[src/rtl/bankcs_pkg.sv]
package bankcs_pkg;

    typedef enum logic [2:0] {
        ST_QUIET   = 3'd0,
        ST_CHIP1   = 3'd1,
        ST_CHIP2   = 3'd2,
        ST_ROM     = 3'd3,
        ST_BLOCKED = 3'd4
    } bankcs_state_e;

    localparam logic [1:0] SEL_PRIMARY   = 2'd0;
    localparam logic [1:0] SEL_SECONDARY = 2'd1;
    localparam logic [1:0] SEL_MAPPING   = 2'd2;

    localparam logic [1:0] WIN_LOW  = 2'b00;
    localparam logic [1:0] WIN_EXT1 = 2'b01;
    localparam logic [1:0] WIN_MID  = 2'b10;
    localparam logic [1:0] WIN_TOP  = 2'b11;

endpackage

[src/rtl/bankcs_cfg_regs.sv]
module bankcs_cfg_regs
    import bankcs_pkg::*;
#(
    parameter int BANK_W = 5,
    parameter int GPO_W  = 2,
    localparam int SEC_W = BANK_W + GPO_W
) (
    input  logic              clk,
    input  logic              rst_n,
    input  logic              we,
    input  logic [1:0]        sel,
    input  logic [SEC_W-1:0]  wdata,
    output logic [BANK_W-1:0] primary_q,
    output logic [SEC_W-1:0]  secondary_q,
    output logic [1:0]        mapping_q
);

    always_ff @(posedge clk or negedge rst_n) begin
        if (!rst_n) begin
            primary_q   <= '0;
            secondary_q <= '0;
            mapping_q   <= '0;
        end else if (we) begin
            unique case (sel)
                SEL_PRIMARY:   primary_q   <= wdata[BANK_W-1:0];
                SEL_SECONDARY: secondary_q <= wdata;
                SEL_MAPPING:   mapping_q   <= wdata[1:0];
                default: ;
            endcase
        end
    end

    // the spare select code leaves every register untouched
    assert_spare_sel_ignored_R2: assert property (@(posedge clk) disable iff (!rst_n)
        (we && sel == 2'b11) |=> ($stable(primary_q) && $stable(secondary_q) && $stable(mapping_q)));

endmodule

[src/rtl/bankcs_classify.sv]
module bankcs_classify
    import bankcs_pkg::*;
#(
    parameter int BANK_W = 5,
    parameter int ROM_W  = 2
) (
    input  logic [1:0]        win,
    input  logic [1:0]        mapping,
    input  logic              rom_on,
    input  logic [BANK_W-1:0] primary,
    input  logic [BANK_W-1:0] sec_bank,
    output bankcs_state_e     nxt_state,
    output logic [BANK_W-1:0] nxt_chip2_bank,
    output logic [ROM_W-1:0]  nxt_rom_idx
);

    always_comb begin
        nxt_state      = ST_QUIET;
        nxt_chip2_bank = primary;
        nxt_rom_idx    = '0;
        unique case (win)
            WIN_LOW: nxt_state = ST_QUIET;
            WIN_EXT1: nxt_state = mapping[0] ? ST_BLOCKED : ST_CHIP1;
            WIN_MID: begin
                if (mapping[1] && rom_on) begin
                    nxt_state   = ST_ROM;
                    nxt_rom_idx = primary[ROM_W-1:0];
                end else if (mapping == 2'b00) begin
                    nxt_state      = ST_CHIP2;
                    nxt_chip2_bank = sec_bank;
                end else if (mapping == 2'b10) begin
                    nxt_state      = ST_CHIP2;
                    nxt_chip2_bank = primary;
                end else begin
                    nxt_state = ST_BLOCKED;
                end
            end
            WIN_TOP: begin
                if (rom_on) begin
                    nxt_state   = ST_ROM;
                    nxt_rom_idx = '1;
                end else begin
                    nxt_state      = ST_CHIP2;
                    nxt_chip2_bank = '1;
                end
            end
            default: ;
        endcase
    end

endmodule

[src/rtl/bankcs_drive.sv]
module bankcs_drive
    import bankcs_pkg::*;
#(
    parameter int BANK_W = 5,
    parameter int GPO_W  = 2,
    parameter int ROM_W  = 2
) (
    input  bankcs_state_e            state,
    input  logic [BANK_W-1:0]        chip2_bank,
    input  logic [ROM_W-1:0]         rom_idx,
    input  logic [BANK_W-1:0]        primary,
    input  logic [GPO_W-1:0]         gpo,
    input  logic                     sleep_req,
    output logic                     ext1_cs_n,
    output logic                     ext2_cs_n,
    output logic [BANK_W+GPO_W-1:0]  bank_out,
    output logic                     rom_sel,
    output logic [ROM_W-1:0]         rom_bank,
    output logic                     access_blocked
);

    logic [BANK_W-1:0] bank_lo;

    always_comb begin
        ext1_cs_n      = 1'b1;
        ext2_cs_n      = 1'b1;
        bank_lo        = primary;
        rom_sel        = 1'b0;
        rom_bank       = '0;
        access_blocked = 1'b0;
        unique case (state)
            ST_QUIET: ;
            ST_CHIP1: ext1_cs_n = sleep_req;
            ST_CHIP2: begin
                ext2_cs_n = sleep_req;
                bank_lo   = chip2_bank;
            end
            ST_ROM: begin
                rom_sel  = 1'b1;
                rom_bank = rom_idx;
            end
            ST_BLOCKED: access_blocked = 1'b1;
            default: ;
        endcase
        bank_out = {gpo, bank_lo};
    end

endmodule

[src/rtl/bankcs_decoder.sv]
module bankcs_decoder
    import bankcs_pkg::*;
#(
    parameter int ADDR_W = 16,
    parameter int BANK_W = 5,
    parameter int GPO_W  = 2,
    parameter int ROM_W  = 2,
    localparam int SEC_W = BANK_W + GPO_W
) (
    input  logic              clk,
    input  logic              rst_n,
    input  logic              cfg_we,
    input  logic [1:0]        cfg_sel,
    input  logic [SEC_W-1:0]  cfg_wdata,
    input  logic              rom_on,
    input  logic              sleep_req,
    input  logic [ADDR_W-1:0] cpu_addr,
    output logic              ext1_cs_n,
    output logic              ext2_cs_n,
    output logic [SEC_W-1:0]  bank_out,
    output logic              rom_sel,
    output logic [ROM_W-1:0]  rom_bank,
    output logic              access_blocked
);

    localparam logic [ADDR_W-1:0] LOW_LIMIT = ADDR_W'(1) << (ADDR_W - 2);

    logic [BANK_W-1:0] primary_q;
    logic [SEC_W-1:0]  secondary_q;
    logic [1:0]        mapping_q;

    bankcs_state_e     state_q, state_d;
    logic [BANK_W-1:0] chip2_bank_q, chip2_bank_d;
    logic [ROM_W-1:0]  rom_idx_q, rom_idx_d;

    bankcs_cfg_regs #(.BANK_W(BANK_W), .GPO_W(GPO_W)) u_regs (
        .clk         (clk),
        .rst_n       (rst_n),
        .we          (cfg_we),
        .sel         (cfg_sel),
        .wdata       (cfg_wdata),
        .primary_q   (primary_q),
        .secondary_q (secondary_q),
        .mapping_q   (mapping_q)
    );

    bankcs_classify #(.BANK_W(BANK_W), .ROM_W(ROM_W)) u_classify (
        .win            (cpu_addr[ADDR_W-1 -: 2]),
        .mapping        (mapping_q),
        .rom_on         (rom_on),
        .primary        (primary_q),
        .sec_bank       (secondary_q[BANK_W-1:0]),
        .nxt_state      (state_d),
        .nxt_chip2_bank (chip2_bank_d),
        .nxt_rom_idx    (rom_idx_d)
    );

    // State register: reloaded with the class of the current address each edge
    always_ff @(posedge clk or negedge rst_n) begin
        if (!rst_n) begin
            state_q      <= ST_QUIET;
            chip2_bank_q <= '0;
            rom_idx_q    <= '0;
        end else begin
            state_q      <= state_d;
            chip2_bank_q <= chip2_bank_d;
            rom_idx_q    <= rom_idx_d;
        end
    end

    bankcs_drive #(.BANK_W(BANK_W), .GPO_W(GPO_W), .ROM_W(ROM_W)) u_drive (
        .state          (state_q),
        .chip2_bank     (chip2_bank_q),
        .rom_idx        (rom_idx_q),
        .primary        (primary_q),
        .gpo            (secondary_q[SEC_W-1:BANK_W]),
        .sleep_req      (sleep_req),
        .ext1_cs_n      (ext1_cs_n),
        .ext2_cs_n      (ext2_cs_n),
        .bank_out       (bank_out),
        .rom_sel        (rom_sel),
        .rom_bank       (rom_bank),
        .access_blocked (access_blocked)
    );

    assert_low_window_quiet_R3: assert property (@(posedge clk) disable iff (!rst_n)
        (cpu_addr < LOW_LIMIT) |=> (ext1_cs_n && ext2_cs_n && !rom_sel && !access_blocked));

    assert_chip1_bank_R4: assert property (@(posedge clk) disable iff (!rst_n)
        !ext1_cs_n |-> (bank_out[BANK_W-1:0] == primary_q));

    assert_rom_keeps_chips_off_R7: assert property (@(posedge clk) disable iff (!rst_n)
        rom_sel |-> (ext1_cs_n && ext2_cs_n));

    assert_top_window_bank_R8: assert property (@(posedge clk) disable iff (!rst_n)
        (cpu_addr[ADDR_W-1 -: 2] == 2'b11 && !rom_on) |=> (bank_out[BANK_W-1:0] == '1));

    assert_blocked_is_silent_R9: assert property (@(posedge clk) disable iff (!rst_n)
        access_blocked |-> (ext1_cs_n && ext2_cs_n && !rom_sel));

    assert_sleep_no_enable_R12: assert property (@(posedge clk) disable iff (!rst_n)
        (!ext1_cs_n || !ext2_cs_n) |-> !sleep_req);

endmodule

[config.mk]
export PLATFORM = sky130hd
export DESIGN_NAME = bankcs_decoder
export DESIGN_NICKNAME = d
export VERILOG_FILES = /design/src/rtl/bankcs_pkg.sv /design/src/rtl/bankcs_cfg_regs.sv /design/src/rtl/bankcs_classify.sv /design/src/rtl/bankcs_drive.sv /design/src/rtl/bankcs_decoder.sv
export SDC_FILE = /design/constraint.sdc
export NUM_CORES = 1
export LEC_CHECK = 0
export ABC_AREA = 1
export BUFFER_PORTS_ARGS = -buffer_cell sky130_fd_sc_hd__buf_2
export CAP_MARGIN = 10
export CELL_PAD_IN_SITES_DETAIL_PLACEMENT = 1
export CELL_PAD_IN_SITES_GLOBAL_PLACEMENT = 1
export CORE_UTILIZATION = 35
export CTS_CLUSTER_DIAMETER = 60
export CTS_CLUSTER_SIZE = 30
export DETAILED_ROUTE_END_ITERATION = 12
export PLACE_DENSITY_LB_ADDON = 0.1
export SLEW_MARGIN = 25
export SYNTH_ARGS = -nofsm -noshare
export SYNTH_HDL_FRONTEND = slang
export SYNTH_SLANG_ARGS = --single-unit
[constraint.sdc]
create_clock -name clk -period 1.2 [get_ports clk]
set_input_delay 0.12 -clock clk [delete_from_list [all_inputs] [get_ports clk]]
set_output_delay 0.12 -clock clk [all_outputs]
set_load 0.005 [all_outputs]
==> results.md <==
- Outcome: complete, but fails checks
- Failing checks: setup timing
- Number of port buffers: 28
- Max Cap Viol: 0
- Final setup margin: -0.2415 ns
- CTS root buf: clkbuf_4
- Worst slew margin: 64.73%
- TritonCTS clock tree: built
- Logic pwr share: 24.8%
- H-tree depth: 1
- Final nets: 217
- Internal Power: 1.314 mW
- WP data required: 1.08 ns
- Sw Share: 32.13%
- Gp weighted congestion: 0.7727
- Final Hold Vio Count: 0
- Pin count of the biggest net entering global routing: 25
- Multi-input logic area: 519.2 um2
- Flops & latches, synth: 24
- VDD IR max: 0.4486 mV
- Pre-Repair DR Iteration Count: 3
- PD cells: 1287 mW/mm2
- Clk_skew: 0.004329 ns
- Max Freq: 0.6937 GHz
- Type of origin of the critical path: flip-flop
- DRT iter0 DRCs: 7
- Routed vias: 1,052
- FP Rows: 21
- Placed cells: 225
- Synthesized area per cell: 8.027 um2
- Crit end category: output port
- Die X: 61.43 um
- Most used DFF post-synth: dfrtp_1
- Drt drc: 0
- Static Leak: 0.8289 nW
- Vias in the first global route: 1,011
- Num CTS Buffers: 3
- Clk pwr share: 22.6%
- Syn Inst Count: 154
- Number of synthesized flops with an enable pin: 0
- Top-area cell type share of the netlist area: 48.58%
- Detailed-route wire length: 2.639 mm
- Commonest cells in the netlist: 50 x nand2_1, 28 x inv_1, 24 x dfrtp_1
- Min Tclk post-route: 1.441 ns
- Clk sinks: 24
- Area Overhead vs Synth: 21.76%
- Worst Tran Pin Value: 0.5290 ns
- Die Height: 61.43 um
- Post-DP HPWL: 2.100 mm
- Clock Path Buffers: 2
- NetSw: 0.6222 mW
- Crit share post-route: 120.1%
- Boundary Pins: 43
- Register area: 601.8 um2
- Min Hold Slack: 0.02294 ns
- Crit-path max FO: 5
- Final non-filler cell total: 232
- Worst min-delay path class: in2reg
- First-pass GRT wire length: 4.312 mm
- Gr usage total: 16.04%
- DRT antenna net count: 0
- Grt ovf: 0
- Post-synth ARST share: 100.0%
- Register area share after synthesis: 48.58%
- DR WL/cell: 11.38 um
- Ranking of synthesized cells by area: dfrtp_1 49%, nand2_1 15%, inv_1 8.5%
- Core area: 0.003363 mm2
- Clk_lat worst skew: 0.32 ns
- Layout cell share with drive strength beyond 1: 32.26%
- RSZ-0062 raised after global routing: yes
- Final Max Tran Viols: 0
- Antenna violations before repair: 0
- Antenna cell count: 0
- Initial Util: 36.76%
- Vias/cell: 4.534
- Die area: 0.003774 mm2
- Critical setup path kind: reg2out
- Synthesized area: 0.001236 mm2
- Post-synthesis net count: 184
- Top cell type by total area after synthesis: dfrtp_1
- Setup violations, final: 11
- Post-synth cell types: 21
- Sequential Power Share: 52.6%
- Fillers: 441
- Clk slew on worst S/H paths: 0.14 ns
- Count leader, synth: nand2_1
- Yosys warnings: 0
- Crit path DAT: 1.32 ns
==> worst paths after layout <==
path	from	end	slack, ns	cells after the start
worst max-delay path	state_q[0]	bank_out[0]	-0.24	5
worst min-delay path	cfg_wdata[6]	u_regs.secondary_q[6]	0.02	3
worst max register to register	u_regs.mapping_q[0]	chip2_bank_q[0]	0.23	5
worst min register to register	u_regs.secondary_q[0]	u_regs.secondary_q[0]	0.50	2
max in group asynchronous	rst_n	state_q[0]	0.53	2
min in group asynchronous	rst_n	u_regs.secondary_q[1]	0.29	2
==> per-layer routing <==
metal	part of all wire [%]	GRT usage, %
met5	0	0
met4	2.0	7.619
met3	2.5	2.521
met2	54	30.90
met1	42	16.89
==> cell usage in the layout, fill, tap and decap left out, types with 2 or more instances in the layout <==
cell,n
nand2_1,50
buf_2,27
inv_1,25
dfrtp_1,23
nand3_1,10
o21ai_2,8
o21ai_0,7
o21ai_1,5
inv_2,4
nor2_2,3
nor2_1,3
clkbuf_4,3
nand3_2,2
buf_6,2
==> power by group through the flow <==
stage	Sequential, mW	Combinational [mW]	Clock, mW
final	1.02	0.481	0.438
after global routing	1.04	0.569	0.486
after CTS	1.02	0.481	0.459
after detailed placement	1.03	0.462	0
after global placement	1.02	0.442	0
after floorplan	1.00	0.319	0
==> repair_timing <==
action,CTS,global route
hold buffers,1,0
gates resized for setup,5,8
pin swaps,4,4
endpoints found under the hold margin,24,0
endpoints found under the setup margin,11,12
buffers inserted,2,1
==> registers in the layout (all words and copies together) (netlist names) <==
| name | cells |
|---|---|
| chip2_bank_q | 5 |
| rom_idx_q | 2 |
| u_regs.secondary_q | 7 |
| state_q | 3 |
| u_regs.primary_q | 5 |
| u_regs.mapping_q | 2 |
==> worst max-delay path, cell delays in order (launching register included) <==
cell and delay, ns:
dfrtp_2 0.49, nor2_1 0.12, nand2_1 0.12, nand2_1 0.09
nand2_1 0.05, buf_2 0.12
==> cell families (layout without fill, tap and decap cells) <==
group | count (synthesis) | in the layout | share of synthesized area (%)
AOI/OAI and AO/OA | 22 | 22 | 11.64
and+or+nand+nor | 75 | 75 | 28.34
buffers and inverters | 33 | 65 | 11.44
DFF | 24 | 24 | 48.58
==> final cells by class <==
type / instances / share of cell area [%]
clock buffers: 4 / 2.411
inverters: 30 / 7.648
multi-input cells: 97 / 34.50
flip-flops and latches: 24 / 39.98
well taps: 46 / 3.824
repair buffers: 31 / 11.64
==> through the flow <==
stage	utilization (%)	power, mW	setup slack [ns]	setup TNS, ns	instance area, um2
global placement	41.85	1.466	0.1099	0	1408
floorplan	-	1.323	0.2731	0	1236
finish	44.75	1.937	-0.2415	-1.875	1505
global route	44.75	2.090	-0.3972	-3.136	1505
detailed placement	41.85	1.493	0.06803	0	1408
CTS	43.97	1.955	-0.2745	-2.042	1479
(Power assumes the default switching activity.)
